File: src/rtl/pll_srch_pkg.sv
package pll_srch_pkg;

  typedef enum logic [2:0] {
    S_IDLE,
    S_TGT,
    S_MSTART,
    S_MWAIT,
    S_FWAIT,
    S_FIN
  } srch_state_e;

  // bits per pixel for a format code, 0 for an unknown code
  function automatic logic [4:0] fmt_bpp(input logic [2:0] code);
    case (code)
      3'd0, 3'd1: fmt_bpp = 5'd24;
      3'd2:       fmt_bpp = 5'd18;
      3'd3:       fmt_bpp = 5'd16;
      default:    fmt_bpp = 5'd0;
    endcase
  endfunction

endpackage

File: src/rtl/pll_rdiv.sv
module pll_rdiv #(
  parameter int W = 64
) (
  input  logic         clk_i,
  input  logic         rst_ni,
  input  logic         start_i,
  input  logic [W-1:0] dividend_i,
  input  logic [W-1:0] divisor_i,
  output logic         done_o,
  output logic [W-1:0] quot_o
);
  localparam int CW = $clog2(W + 1);

  logic [W-1:0]  quo_q, rem_q, dvs_q;
  logic [CW-1:0] cnt_q;
  logic          busy_q, done_q;
  logic [W:0]    trial;
  logic          fits;

  assign trial = {rem_q, quo_q[W-1]};
  assign fits  = trial >= {1'b0, dvs_q};

  always_ff @(posedge clk_i or negedge rst_ni) begin
    if (!rst_ni) begin
      quo_q  <= '0;
      rem_q  <= '0;
      dvs_q  <= '0;
      cnt_q  <= '0;
      busy_q <= 1'b0;
      done_q <= 1'b0;
    end else if (start_i) begin
      quo_q  <= dividend_i;
      rem_q  <= '0;
      dvs_q  <= divisor_i;
      cnt_q  <= CW'(W);
      busy_q <= 1'b1;
      done_q <= 1'b0;
    end else if (busy_q) begin
      rem_q  <= fits ? W'(trial - {1'b0, dvs_q}) : trial[W-1:0];
      quo_q  <= {quo_q[W-2:0], fits};
      cnt_q  <= cnt_q - CW'(1);
      if (cnt_q == CW'(1)) begin
        busy_q <= 1'b0;
        done_q <= 1'b1;
      end
    end else begin
      done_q <= 1'b0;
    end
  end

  assign done_o = done_q;
  assign quot_o = quo_q;
endmodule

File: src/rtl/pll_tgt_calc.sv
module pll_tgt_calc #(
  parameter int W = 64
) (
  input  logic [W-1:0] per_lane_i,
  input  logic [4:0]   bpp_i,
  output logic [W-1:0] target_o
);
  logic [W-1:0] bits_w, bytes_w;

  assign bits_w   = per_lane_i * W'(bpp_i);
  assign bytes_w  = bits_w >> 3;
  // x10 as x8 + x2
  assign target_o = (bytes_w << 3) + (bytes_w << 1);
endmodule

File: src/rtl/pll_cand_eval.sv
module pll_cand_eval #(
  parameter int              W          = 64,
  parameter longint unsigned M_MIN      = 6,
  parameter longint unsigned M_MAX      = 512,
  parameter longint unsigned VCO_MIN_HZ = 80_000_000,
  parameter longint unsigned VCO_MAX_HZ = 1_500_000_000
) (
  input  logic [W-1:0] quo_i,
  input  logic [W-1:0] target_i,
  input  logic [W-1:0] best_delta_i,
  output logic [W-1:0] m_even_o,
  output logic         m_ok_o,
  output logic         vco_ok_o,
  output logic [W-1:0] delta_o,
  output logic         better_o
);
  assign m_even_o = quo_i + W'(quo_i[0]);
  assign m_ok_o   = (m_even_o >= M_MIN) && (m_even_o <= M_MAX);
  assign vco_ok_o = (quo_i >= VCO_MIN_HZ) && (quo_i <= VCO_MAX_HZ);
  assign delta_o  = (quo_i > target_i) ? quo_i - target_i : target_i - quo_i;
  assign better_o = delta_o < best_delta_i;
endmodule

File: src/rtl/pll_lane_search.sv
module pll_lane_search
  import pll_srch_pkg::*;
#(
  parameter int              W           = 64,
  parameter int              PCLK_W      = 32,
  parameter int              LANE_W      = 3,
  parameter int              N_W         = 8,
  parameter int              M_W         = 10,
  parameter longint unsigned FREF_HZ     = 24_000_000,
  parameter longint unsigned PFD_MIN_HZ  = 5_000_000,
  parameter longint unsigned PFD_MAX_HZ  = 40_000_000,
  parameter longint unsigned LANE_MAX_HZ = 1_500_000_000,
  parameter longint unsigned VCO_MIN_HZ  = 80_000_000,
  parameter longint unsigned VCO_MAX_HZ  = 1_500_000_000,
  parameter longint unsigned M_MIN       = 6,
  parameter longint unsigned M_MAX       = 512
) (
  input  logic              clk_i,
  input  logic              rst_ni,
  input  logic              start_i,
  input  logic [PCLK_W-1:0] pclk_hz_i,
  input  logic [LANE_W-1:0] lanes_i,
  input  logic [2:0]        fmt_i,
  output logic              busy_o,
  output logic              done_o,
  output logic              valid_o,
  output logic              err_o,
  output logic [N_W-1:0]    n_o,
  output logic [M_W-1:0]    m_o,
  output logic [W-1:0]      rate_o
);
  localparam logic [N_W-1:0] N_LO = N_W'((FREF_HZ + PFD_MAX_HZ - 1) / PFD_MAX_HZ);
  localparam logic [N_W-1:0] N_HI = N_W'(FREF_HZ / PFD_MIN_HZ);

  srch_state_e    state_q;
  logic [4:0]     bpp_q;
  logic [W-1:0]   target_q, best_delta_q, best_rate_q;
  logic [N_W-1:0] n_q, best_n_q;
  logic [M_W-1:0] m_q, best_m_q;
  logic           found_q, done_q, valid_q, err_q;

  logic           div_start, div_done;
  logic [W-1:0]   div_dividend, div_divisor, div_quot;
  logic [W-1:0]   tgt_w, m_even, delta;
  logic           m_ok, vco_ok, better;
  logic           in_ok, step_done, last_n;

  pll_rdiv #(.W(W)) u_div (
    .clk_i      (clk_i),
    .rst_ni     (rst_ni),
    .start_i    (div_start),
    .dividend_i (div_dividend),
    .divisor_i  (div_divisor),
    .done_o     (div_done),
    .quot_o     (div_quot)
  );

  pll_tgt_calc #(.W(W)) u_tgt (
    .per_lane_i (div_quot),
    .bpp_i      (bpp_q),
    .target_o   (tgt_w)
  );

  pll_cand_eval #(
    .W(W), .M_MIN(M_MIN), .M_MAX(M_MAX),
    .VCO_MIN_HZ(VCO_MIN_HZ), .VCO_MAX_HZ(VCO_MAX_HZ)
  ) u_eval (
    .quo_i        (div_quot),
    .target_i     (target_q),
    .best_delta_i (best_delta_q),
    .m_even_o     (m_even),
    .m_ok_o       (m_ok),
    .vco_ok_o     (vco_ok),
    .delta_o      (delta),
    .better_o     (better)
  );

  assign in_ok     = (fmt_bpp(fmt_i) != 5'd0) && (lanes_i != '0);
  assign step_done = ((state_q == S_MWAIT) && div_done && !m_ok) ||
                     ((state_q == S_FWAIT) && div_done);
  assign last_n    = (n_q == N_HI);

  // divider operand mux
  always_comb begin
    div_start    = 1'b0;
    div_dividend = '0;
    div_divisor  = W'(1);
    case (state_q)
      S_IDLE: if (start_i && in_ok) begin
        div_start    = 1'b1;
        div_dividend = W'(pclk_hz_i);
        div_divisor  = W'(lanes_i);
      end
      S_MSTART: begin
        div_start    = 1'b1;
        div_dividend = target_q * W'(n_q);
        div_divisor  = W'(FREF_HZ);
      end
      S_MWAIT: if (div_done && m_ok) begin
        div_start    = 1'b1;
        div_dividend = W'(m_even * FREF_HZ);
        div_divisor  = W'(n_q);
      end
      default: ;
    endcase
  end

  always_ff @(posedge clk_i or negedge rst_ni) begin
    if (!rst_ni) begin
      state_q      <= S_IDLE;
      bpp_q        <= '0;
      target_q     <= '0;
      best_delta_q <= '0;
      best_rate_q  <= '0;
      n_q          <= '0;
      best_n_q     <= '0;
      m_q          <= '0;
      best_m_q     <= '0;
      found_q      <= 1'b0;
      done_q       <= 1'b0;
      valid_q      <= 1'b0;
      err_q        <= 1'b0;
      n_o          <= '0;
      m_o          <= '0;
      rate_o       <= '0;
    end else begin
      done_q <= 1'b0;
      case (state_q)
        S_IDLE: if (start_i) begin
          valid_q     <= 1'b0;
          err_q       <= 1'b0;
          n_o         <= '0;
          m_o         <= '0;
          rate_o      <= '0;
          found_q     <= 1'b0;
          best_n_q    <= '0;
          best_m_q    <= '0;
          best_rate_q <= '0;
          bpp_q       <= fmt_bpp(fmt_i);
          state_q     <= in_ok ? S_TGT : S_FIN;
        end
        S_TGT: if (div_done) begin
          target_q     <= tgt_w;
          n_q          <= N_LO;
          best_delta_q <= W'(VCO_MAX_HZ);
          state_q      <= (tgt_w >= LANE_MAX_HZ) ? S_FIN : S_MSTART;
        end
        S_MSTART: state_q <= S_MWAIT;
        S_MWAIT: if (div_done) begin
          m_q <= m_even[M_W-1:0];
          if (m_ok) state_q <= S_FWAIT;
        end
        S_FWAIT: if (div_done && vco_ok && better) begin
          best_delta_q <= delta;
          best_rate_q  <= div_quot;
          best_n_q     <= n_q;
          best_m_q     <= m_q;
          found_q      <= 1'b1;
        end
        S_FIN: begin
          done_q  <= 1'b1;
          valid_q <= found_q;
          err_q   <= !found_q;
          n_o     <= best_n_q;
          m_o     <= best_m_q;
          rate_o  <= best_rate_q;
          state_q <= S_IDLE;
        end
        default: state_q <= S_IDLE;
      endcase
      if (step_done) begin
        if (last_n) begin
          state_q <= S_FIN;
        end else begin
          n_q     <= n_q + N_W'(1);
          state_q <= S_MSTART;
        end
      end
    end
  end

  assign busy_o  = (state_q != S_IDLE);
  assign done_o  = done_q;
  assign valid_o = valid_q;
  assign err_o   = err_q;
endmodule

File: config.mk
export PLATFORM = sky130hd
export DESIGN_NAME = pll_lane_search
export DESIGN_NICKNAME = d
export VERILOG_FILES = /design/src/rtl/pll_srch_pkg.sv /design/src/rtl/pll_rdiv.sv /design/src/rtl/pll_tgt_calc.sv /design/src/rtl/pll_cand_eval.sv /design/src/rtl/pll_lane_search.sv
export SDC_FILE = /design/constraint.sdc
export NUM_CORES = 2
export LEC_CHECK = 0
export BUFFER_PORTS_ARGS = -buffer_cell sky130_fd_sc_hd__buf_2
export CORE_MARGIN = 2
export CORE_UTILIZATION = 30
export CTS_CLUSTER_SIZE = 16
export DETAILED_ROUTE_END_ITERATION = 10
export GPL_TIMING_DRIVEN = 0
export PLACE_DENSITY = 0.48
export SYNTH_ARGS = -nofsm -noshare
export SYNTH_HDL_FRONTEND = slang
export SYNTH_SLANG_ARGS = --single-unit
File: constraint.sdc
create_clock -name clk_i -period 8 [get_ports clk_i]
set_clock_uncertainty 0.05 [all_clocks]
set_input_delay 1.6 -clock clk_i [delete_from_list [all_inputs] [get_ports clk_i]]
set_output_delay 1.6 -clock clk_i [all_outputs]
set_load 0.02 [all_outputs]
Yosys cells after proc, flatten, opt, wreduce, memory -nomap -nowiden
Index checks and enable logic that the tools add are counted.
{ "totals": {"output_inout_bits": 86, "latch_bits": 0, "mem_bits_ro": 0, "memories": 0, "inputBits": 41, "mem_bits_rw": 0, "ff_bits": 523} }
{ "op_classes": {"div": 0, "n_reduce_logical": 30, "shift": 0, "n_lt_le_gt_ge": 8, "addsub": 7, "mul": 3, "bitwise_logic": 0, "n_mux": 58, "eq_ne": 19} }
{ "op_table": {"columns": ["op", "count"], "rows": [
  ["two-way mux 64 bit", 11],
  ["one-hot mux 64 bit (2 select lines)", 3],
  ["one-hot mux 64 bit (3 select lines)", 1],
  ["subtractor 64 bit", 3],
  ["one-hot mux 25 bit (3 select lines)", 1],
  [">= comparator 65 x 64 -> 1 bit", 1],
  ["adder 64 x 1 -> 64 bit", 1],
  ["adder 64 x 62 -> 64 bit", 1],
  [">= comparator 64 x 27 -> 1 bit, second input constant", 1],
  [">= comparator 64 x 3 -> 1 bit, second input constant", 1],
  [">= comparator 64 x 31 -> 1 bit, second input constant", 1],
  ["greater-than comparator 64 bit", 1],
  ["less-or-equal comparator 64 x 10 -> 1 bit, second input constant", 1],
  ["less-or-equal comparator 64 x 31 -> 1 bit, second input constant", 1],
  ["< comparator 64 bit", 1],
  ["multiplier 64 x 16 -> 55 bit, second input constant", 1],
  ["multiplier 64 x 5 -> 64 bit", 1],
  ["multiplier 64 x 8 -> 64 bit", 1],
  ["two-way mux 8 bit", 7],
  ["one-hot mux 10 bit (2 select lines)", 2],
  ["two-way mux 32 bit", 1],
  ["one-hot mux 8 bit (2 select lines)", 2],
  ["two-way mux 3 bit", 9],
  ["two-way mux 10 bit", 2],
  ["28 further kinds", 70]
]} }

Depth between registers and ports, before layout
{ "depth": {"ltp_word": 9, "mapped_depth": 38, "ltp_nobuf": 36} }

Hierarchy
From an unflattened synthesis, not the netlist that was laid out.
{ "hier_totals": {"hier_cells": 9823, "hier_area_um2": 80273.2} }
{ "by_module_without_submodules": {"columns": ["mod", "seq_area_each_um2", "area_per_inst_um2", "instances", "cells_per_inst"], "rows": [
  ["pll_lane_search", 8007.7, 42114.1, 1, 4710],
  ["pll_tgt_calc", 0.0, 14051.0, 1, 1853],
  ["pll_rdiv", 5029.8, 12939.9, 1, 1550],
  ["pll_cand_eval", 0.0, 11168.2, 1, 1710]
]} }

Worst setup path after synthesis
No wires, ideal clock.
{ "synth_timing": {"path_kind": "register -> register", "from": "reg u_div.quo_q[3] (netlist: u_div.quot_o[3])", "to": "reg u_div.quo_q[63] (netlist: u_div.quot_o[63])", "stages_incl_launch_ff": 32, "period_less_slack_ns": 8.324, "arrival_time_ns": 8.210, "slack_ns": -0.324, "path_buffers": 2, "path_cell_list": "dfrtp_1 > buf_2 > and4_1 > nand4_1 > or4_1 > nor4_1 > nand3_1 > xnor2_1 > ha_1 > inv_1 > fa_1 > inv_1 > fa_1 > fa_1 > fa_1 > fa_1 > ha_1 > clkbuf_1 > a21o_1 > a21oi_1 > nor2b_1 > o21ai_0 > nand2b_1 > a21oi_1 > o21ai_0 > a221o_1 > a221oi_1 > o21ai_1 > a31o_2 > a2111oi_0 > a41o_1 > a21o_1"} }
{ "synth_via": {"elab_chain_cells": 7, "elab_cells_between_ends": 12, "classes_between": "1 x add/sub; 1 x mul; 2 x order compare; 5 x mux; 3 x reduce/logical"} }
{ "synth_lines": {"columns": ["element", "line_no", "text"], "rows": [
  ["from (decl)", "pll_rdiv.sv:14", "logic [W-1:0] quo_q, rem_q, dvs_q;"],
  ["from (signal assigned)", "pll_rdiv.sv:32", "quo_q <= dividend_i;"],
  ["from (signal assigned)", "pll_rdiv.sv:40", "quo_q <= {quo_q[W-2:0], fits};"],
  ["adder 64 x 1 -> 64 bit *", "pll_cand_eval.sv:17", "assign m_even_o = quo_i + W'(quo_i[0]);"],
  ["branches (longest 6 deep; another with multiplier 64 x 16 -> 55 bit)", null, null]
]} }
Mark *: on every way between the ends.
A chain may end at the register's enable or synchronous reset.

Final worst setup path
{ "layout_timing": {"from": "reg bpp_q[4]", "to": "reg state_q[1]"} }
{ "layout_via": {"elab_chain_cells": 7} }
{ "layout_lines": {"columns": ["element", "line_no", "text"], "rows": [
  ["from (decl)", "pll_lane_search.sv:36", "logic [4:0] bpp_q;"],
  ["from (signal assigned)", "pll_lane_search.sv:139", "bpp_q <= fmt_bpp(fmt_i);"],
  ["multiplier 64 x 5 -> 64 bit", "pll_tgt_calc.sv:10", "assign bits_w = per_lane_i * W'(bpp_i);"],
  ["adder 64 x 62 -> 64 bit", "pll_tgt_calc.sv:13", "assign target_o = (bytes_w << 3) + (bytes_w << 1);"],
  [">= comparator 64 x 31 -> 1 bit", "pll_lane_search.sv:146", "state_q <= (tgt_w >= LANE_MAX_HZ) ? S_FIN : S_MSTART;"],
  ["two-way mux 3 bit", "pll_lane_search.sv:146", null],
  ["two-way mux 3 bit", "pll_lane_search.sv:142", "S_TGT: if (div_done) begin"],
  ["one-hot mux 3 bit (5 select lines)", "pll_lane_search.sv:128", "case (state_q)"],
  ["two-way mux 3 bit", "pll_lane_search.sv:171", "if (step_done) begin"],
  ["to (signal assigned)", "pll_lane_search.sv:140", "state_q <= in_ok ? S_TGT : S_FIN;"],
  ["to (signal assigned)", "pll_lane_search.sv:146", null],
  ["to (decl)", "pll_lane_search.sv:35", "srch_state_e state_q;"]
]} }
No other way between the ends. The select of a mux whose other input is x is not followed.

==> metrics.sh <==
CRITICAL_PATH_BUF_INV_COUNT=2
WORST_PATH_MAX_DELAY_CELL='sky130_fd_sc_hd__dfrtp_4'
VIAS_IN_THE_FIRST_GLOBAL_ROUTE=63900
STD_CELL_ROWS=177
INITIAL_CORE_UTIL_PCT=30.2
FIN_WS_PS=-441
LAYOUT-DRIVE-GT1-SHARE_PCT=13.2
CP_DATA_REQUIRED_TIME_PS=8610
DPL_CELL_AREA_UM2=75200
CP_MAX_FO=7
CLOCK.FMAX_MHz=118
YOSYS.AREA_SHARE.XOR_XNOR_PCT=5.00
POSTSYNTHAREAPERCELL_UM2=8.29
POST-SYNTH-TOP-AREA-FRACTION_PCT=21.2
FINALSETUPVIOLCOUNT=6
YOSYS_WARNINGS=0
AREA_GROWTH_PCT=17.8
GROUTE.LAYER.MET2.USAGE_PCT=40.8
SYNTHESIS.AREA_UM2=70500
PLACEABLECOREAREA_UM2=233000
MAXCAPVIOLATIONS=3
CLOCK_ROOT_BUFFER='sky130_fd_sc_hd__clkbuf_16'
INITIAL_ANTENNA_VIOLATION_COUNT=23
YOSYS_REGISTER_BITS=462
ASYNC_FLOP_SHARE_PCT=100
HOLD_PATH_CLASS='reg -> reg'
DETAIL-ROUTE-ANTENNA-NETS=0
MAPPEDNETLISTNETS=10100
CLKSLEWWORSTSETUPHOLDPATHS_PS=70
VIAS=63800
WORST_HOLD_PATH.NUM_CELLS=2
PLACE_CONGESTION=1.00
DIEAREA_UM2=239000
MAXIMUM_NUMBER_OF_PINS_ON_ONE_NET_BEFORE_GLOBAL_ROUTE_REPAIR=111
YOSYS.CELL_TYPES.COUNT=101
SYNTHDOMINANTAREACELLTYPE='sky130_fd_sc_hd__fa_1'
CTS_MADE_BUFFERS=59
MAX_SLEW_MARGIN_PCT=-8.29
FINAL_DESIGN_AREA_NO_FILL_UM2=83000
YOSYS.AREA_SHARE.ADDER_PCT=35.2
HOLD_PATH_END='rate_o[13]'
CLOCK-SINKS=462
POSTSYNTHCELLCOUNT=8498
AVGVIACOUNTPERCELL=5.29
SEQ_AREA_FRAC_SYNTH_PCT=16.4
PORTBUFFERS=125
GRT.MET3_USAGE_PCT=4.08
STARTPOINT_TYPE='register'
TOP_USAGE_LAYER='met2'
DIE-HEIGHT_UM=489
DOMINANT_COMBINATIONAL_CELL_FAMILY_BY_AREA_AFTER_SYNTHESIS='adder cells'
RUN_STATUS='finished, violations left'
WORST_SKEW_PAIR.LATE_LATENCY_PS=730
CLOCKBUFFERDEPTH=3
GLOBALROUTEOVERFLOWTOTAL=0
DRT_FIRST_PASS_ITERS=6
WORST_HOLD_STARTPOINT='best_rate_q[13]'
R2R_SETUP_SLACK_PS=-440
TIGHTESTPINTRANSITION_PS=1620
TIMING_WORST_SETUP_PATH_TYPE='reg -> reg'
DIE_WIDTH_UM=489
FAILING_CHECKS='capacitance limit, slew limit, setup timing'
WORST-R2R-CELL-COUNT=33
SYNTH_COMPOUND_GATE_AREA_SHARE_PCT=16.2
USE_MET1_PCT=34.7
CRIT-REG2REG-CAPTURE='state_q[1]'
YS_DOMINANT_REG_CELL='sky130_fd_sc_hd__dfrtp_1'
IO-PIN-COUNT=127
TRITONCTS_CLOCK_TREE='yes'
REPORT.FINAL.SLEW_VIOL_COUNT=21
WL_PER_CELL_UM=25.8
CP-END-KIND='register'
TRACK_USAGE_PCT=25.9
DESIGN.FINAL.NETS=10500
PATH_DELAY_FAMILY='compound AO/OA/AOI/OAI gates'
DRT_FIRST_ITER_VIOLATIONS=5622
FINALHOLDVIOLATIONS=0
FINAL_MIN_PERIOD_OVER_CLOCK_PERIOD_PCT=106
SYNTH-EDFF-COUNT=0
R2R-START='bpp_q[4]'
FINAL_PERIOD_MINUS_WORST_SETUP_SLACK_PS=8440
UNREPAIRED_SETUP_ENDPOINTS_AFTER_GLOBAL_ROUTING='yes'
SYNTH_SIMPLE_GATE_AREA_SHARE_PCT=17.0
WORST_PATH_LARGEST_CELL_DELAY_PS=590
YS_TOP_CELLS_BY_AREA='sky130_fd_sc_hd__fa_1, sky130_fd_sc_hd__dfrtp_1, sky130_fd_sc_hd__ha_1, sky130_fd_sc_hd__inv_1, sky130_fd_sc_hd__nand2_1'
HTREE_NUM_LEVELS=2
HOLD_FIX_BUFFER_COUNT_AFTER_CTS=0
WL_MM=311
FIRST_PASS_GRT_WIRE_LENGTH_MM=452
DP_HPWL_MM=260
DRCVIOLATIONCOUNT=0
SYNTH.AREA.MUX_SHARE_PCT=1.37
CRITPATHARRIVALTIME_PS=9050
Yosys cell counts, types with 11 or more instances:
cell type                     n
sky130_fd_sc_hd__a211o_1     11
sky130_fd_sc_hd__a211oi_1    89
sky130_fd_sc_hd__a21boi_0    24
sky130_fd_sc_hd__a21o_1     242
sky130_fd_sc_hd__a21oi_1    521
sky130_fd_sc_hd__a221o_1     16
sky130_fd_sc_hd__a221oi_1    20
sky130_fd_sc_hd__a22oi_1     19
sky130_fd_sc_hd__a31o_2      15
sky130_fd_sc_hd__a31oi_1     40
sky130_fd_sc_hd__and2_1     178
sky130_fd_sc_hd__and3_1      68
sky130_fd_sc_hd__and4_1      19
sky130_fd_sc_hd__buf_1       31
sky130_fd_sc_hd__buf_2       61
sky130_fd_sc_hd__clkbuf_1   276
sky130_fd_sc_hd__dfrtp_1    462
sky130_fd_sc_hd__fa_1       745
sky130_fd_sc_hd__ha_1       792
sky130_fd_sc_hd__inv_1     1258
sky130_fd_sc_hd__mux2i_1     86
sky130_fd_sc_hd__nand2_1    921
sky130_fd_sc_hd__nand2b_1    53
sky130_fd_sc_hd__nand3_1    243
sky130_fd_sc_hd__nand4_1    119
sky130_fd_sc_hd__nor2_1     572
sky130_fd_sc_hd__nor2b_1     50
sky130_fd_sc_hd__nor3_1     155
sky130_fd_sc_hd__nor4_1      42
sky130_fd_sc_hd__o211ai_1    30
sky130_fd_sc_hd__o21a_1      45
sky130_fd_sc_hd__o21ai_0    457
sky130_fd_sc_hd__o21ai_1     13
sky130_fd_sc_hd__o21bai_1    82
sky130_fd_sc_hd__o22ai_1     19
sky130_fd_sc_hd__o31a_1      11
sky130_fd_sc_hd__o31ai_1     40
sky130_fd_sc_hd__or2_2       20
sky130_fd_sc_hd__or3_1       38
sky130_fd_sc_hd__or4_1       13
sky130_fd_sc_hd__xnor2_1    281
sky130_fd_sc_hd__xor2_1     121
flip-flops by register name (all words and copies together), names as in the netlist:
name          flops
best_delta_q     64
best_m_q          9
best_n_q          8
best_rate_q      64
bpp_q             3
done_o            1
err_o             1
found_q           1
m_o               9
m_q               9
n_o               8
n_q               8
rate_o           64
state_q           3
target_q         63
u_div.busy_q      1
u_div.cnt_q       7
u_div.done_o      1
u_div.dvs_q       9
u_div.quot_o     64
u_div.rem_q      64
valid_o           1
logic make-up (layout without fill, tap and decap cells):
kind of cell               after synthesis  in the layout
buffers and inverters                 1641           2074
DFF                                    462            462
AOI/OAI and AO/OA                     1813           1813
xor gates and xnor gates               402            402
adders and majority gates             1537           1537
muxes                                   95             95
and+or+nand+nor                       2547           2547
other                                    1              9
worst register-to-register path: cells and delay by family (launching register included):
kind                     cells  cell delay [ps]
AO/OA/AOI/OAI               12             2890
adder cells (fa/ha/maj)      6             1850
AND/OR/NAND/NOR             11             2400
buffers and inverters        2              390
flip-flops                   1              590
XOR/XNOR                     2              240
area by class of cell:
class                           instances  area [um^2]
Tap cell                             3132         3920
Clock buffer                           84         1690
Sequential cell                       462        11700
Inverter                             1266         4790
Fill cell                           24400       150000
Multi-Input combinational cell       6395        56100
Antenna cell                            8         20.0
Clock inverter                         25          293
Buffer                                335         1780
Timing Repair Buffer                  364         2790
metrics by stage:
| step | hold slack (ps) | util [%] | TNS [ps] | setup slack (ps) | cells |
|---|---|---|---|---|---|
| finish | 410 | 35.6 | -1600 | -441 | 12100 |
| global route | 428 | 35.6 | -3280 | -661 | 12100 |
| CTS | 409 | 35.0 | -1260 | -368 | 12000 |
| detailed placement | 391 | 32.3 | -541480 | -3950 | 11800 |
| global placement | 392 | 32.2 | -2906490 | -5190 | 11800 |
| floorplan | 380 | - | 0 | 4.06 | 8498 |
how the worst max path moves through the flow:
stage | start | endpoint | slack, ps | cells after the start
2_1_floorplan | u_div.quot_o[3] | u_div.quot_o[63] | 4 | 31
6_report | bpp_q[4] | state_q[1] | -440 | 33
4_1_cts | bpp_q[4] | state_q[0] | -370 | 32
3_3_place_gp | rst_ni | u_div.rem_q[43] | -5190 | 1
5_1_grt | bpp_q[4] | state_q[2] | -660 | 33
3_5_place_dp | bpp_q[1] | state_q[2] | -3950 | 33
per-layer routing:
metal	part of all wire [%]	up-vias
met5	0.011	-
met4	5.8	4
met3	6.7	469
met2	44	2172
met1	43	32100
li1	-	29100
cells in the final DEF, fill, tap and decap left out, types with 48 or more instances in the layout:
cell                        count
sky130_fd_sc_hd__inv_1       1242
sky130_fd_sc_hd__nand2_1      910
sky130_fd_sc_hd__fa_1         725
sky130_fd_sc_hd__ha_1         697
sky130_fd_sc_hd__nor2_1       556
sky130_fd_sc_hd__a21oi_1      482
sky130_fd_sc_hd__o21ai_0      406
sky130_fd_sc_hd__dfrtp_1      399
sky130_fd_sc_hd__a21o_1       242
sky130_fd_sc_hd__nand3_1      232
sky130_fd_sc_hd__xnor2_1      224
sky130_fd_sc_hd__buf_4        213
sky130_fd_sc_hd__buf_2        183
sky130_fd_sc_hd__and2_1       175
sky130_fd_sc_hd__clkbuf_1     174
sky130_fd_sc_hd__nor3_1       132
sky130_fd_sc_hd__nand4_1      119
sky130_fd_sc_hd__xor2_1       116
sky130_fd_sc_hd__mux2i_1       84
sky130_fd_sc_hd__o21bai_1      81
sky130_fd_sc_hd__a211oi_1      75
sky130_fd_sc_hd__ha_4          67
sky130_fd_sc_hd__and3_1        65
sky130_fd_sc_hd__clkbuf_16     64
sky130_fd_sc_hd__nand2b_1      52
sky130_fd_sc_hd__dfrtp_2       50
sky130_fd_sc_hd__nor2b_1       48
timing repair:
| item | in CTS | in global routing |
|---|---|---|
| buffers inserted | 171 | 62 |
| endpoints found under the setup margin | 337 | 200 |
| pin swaps | 187 | 131 |
| gates resized for setup | 644 | 262 |
| gates cloned | 0 | 0 |
Power is not shown: default switching activity piles up to over one toggle a cycle in this logic, so the estimate is an artifact.
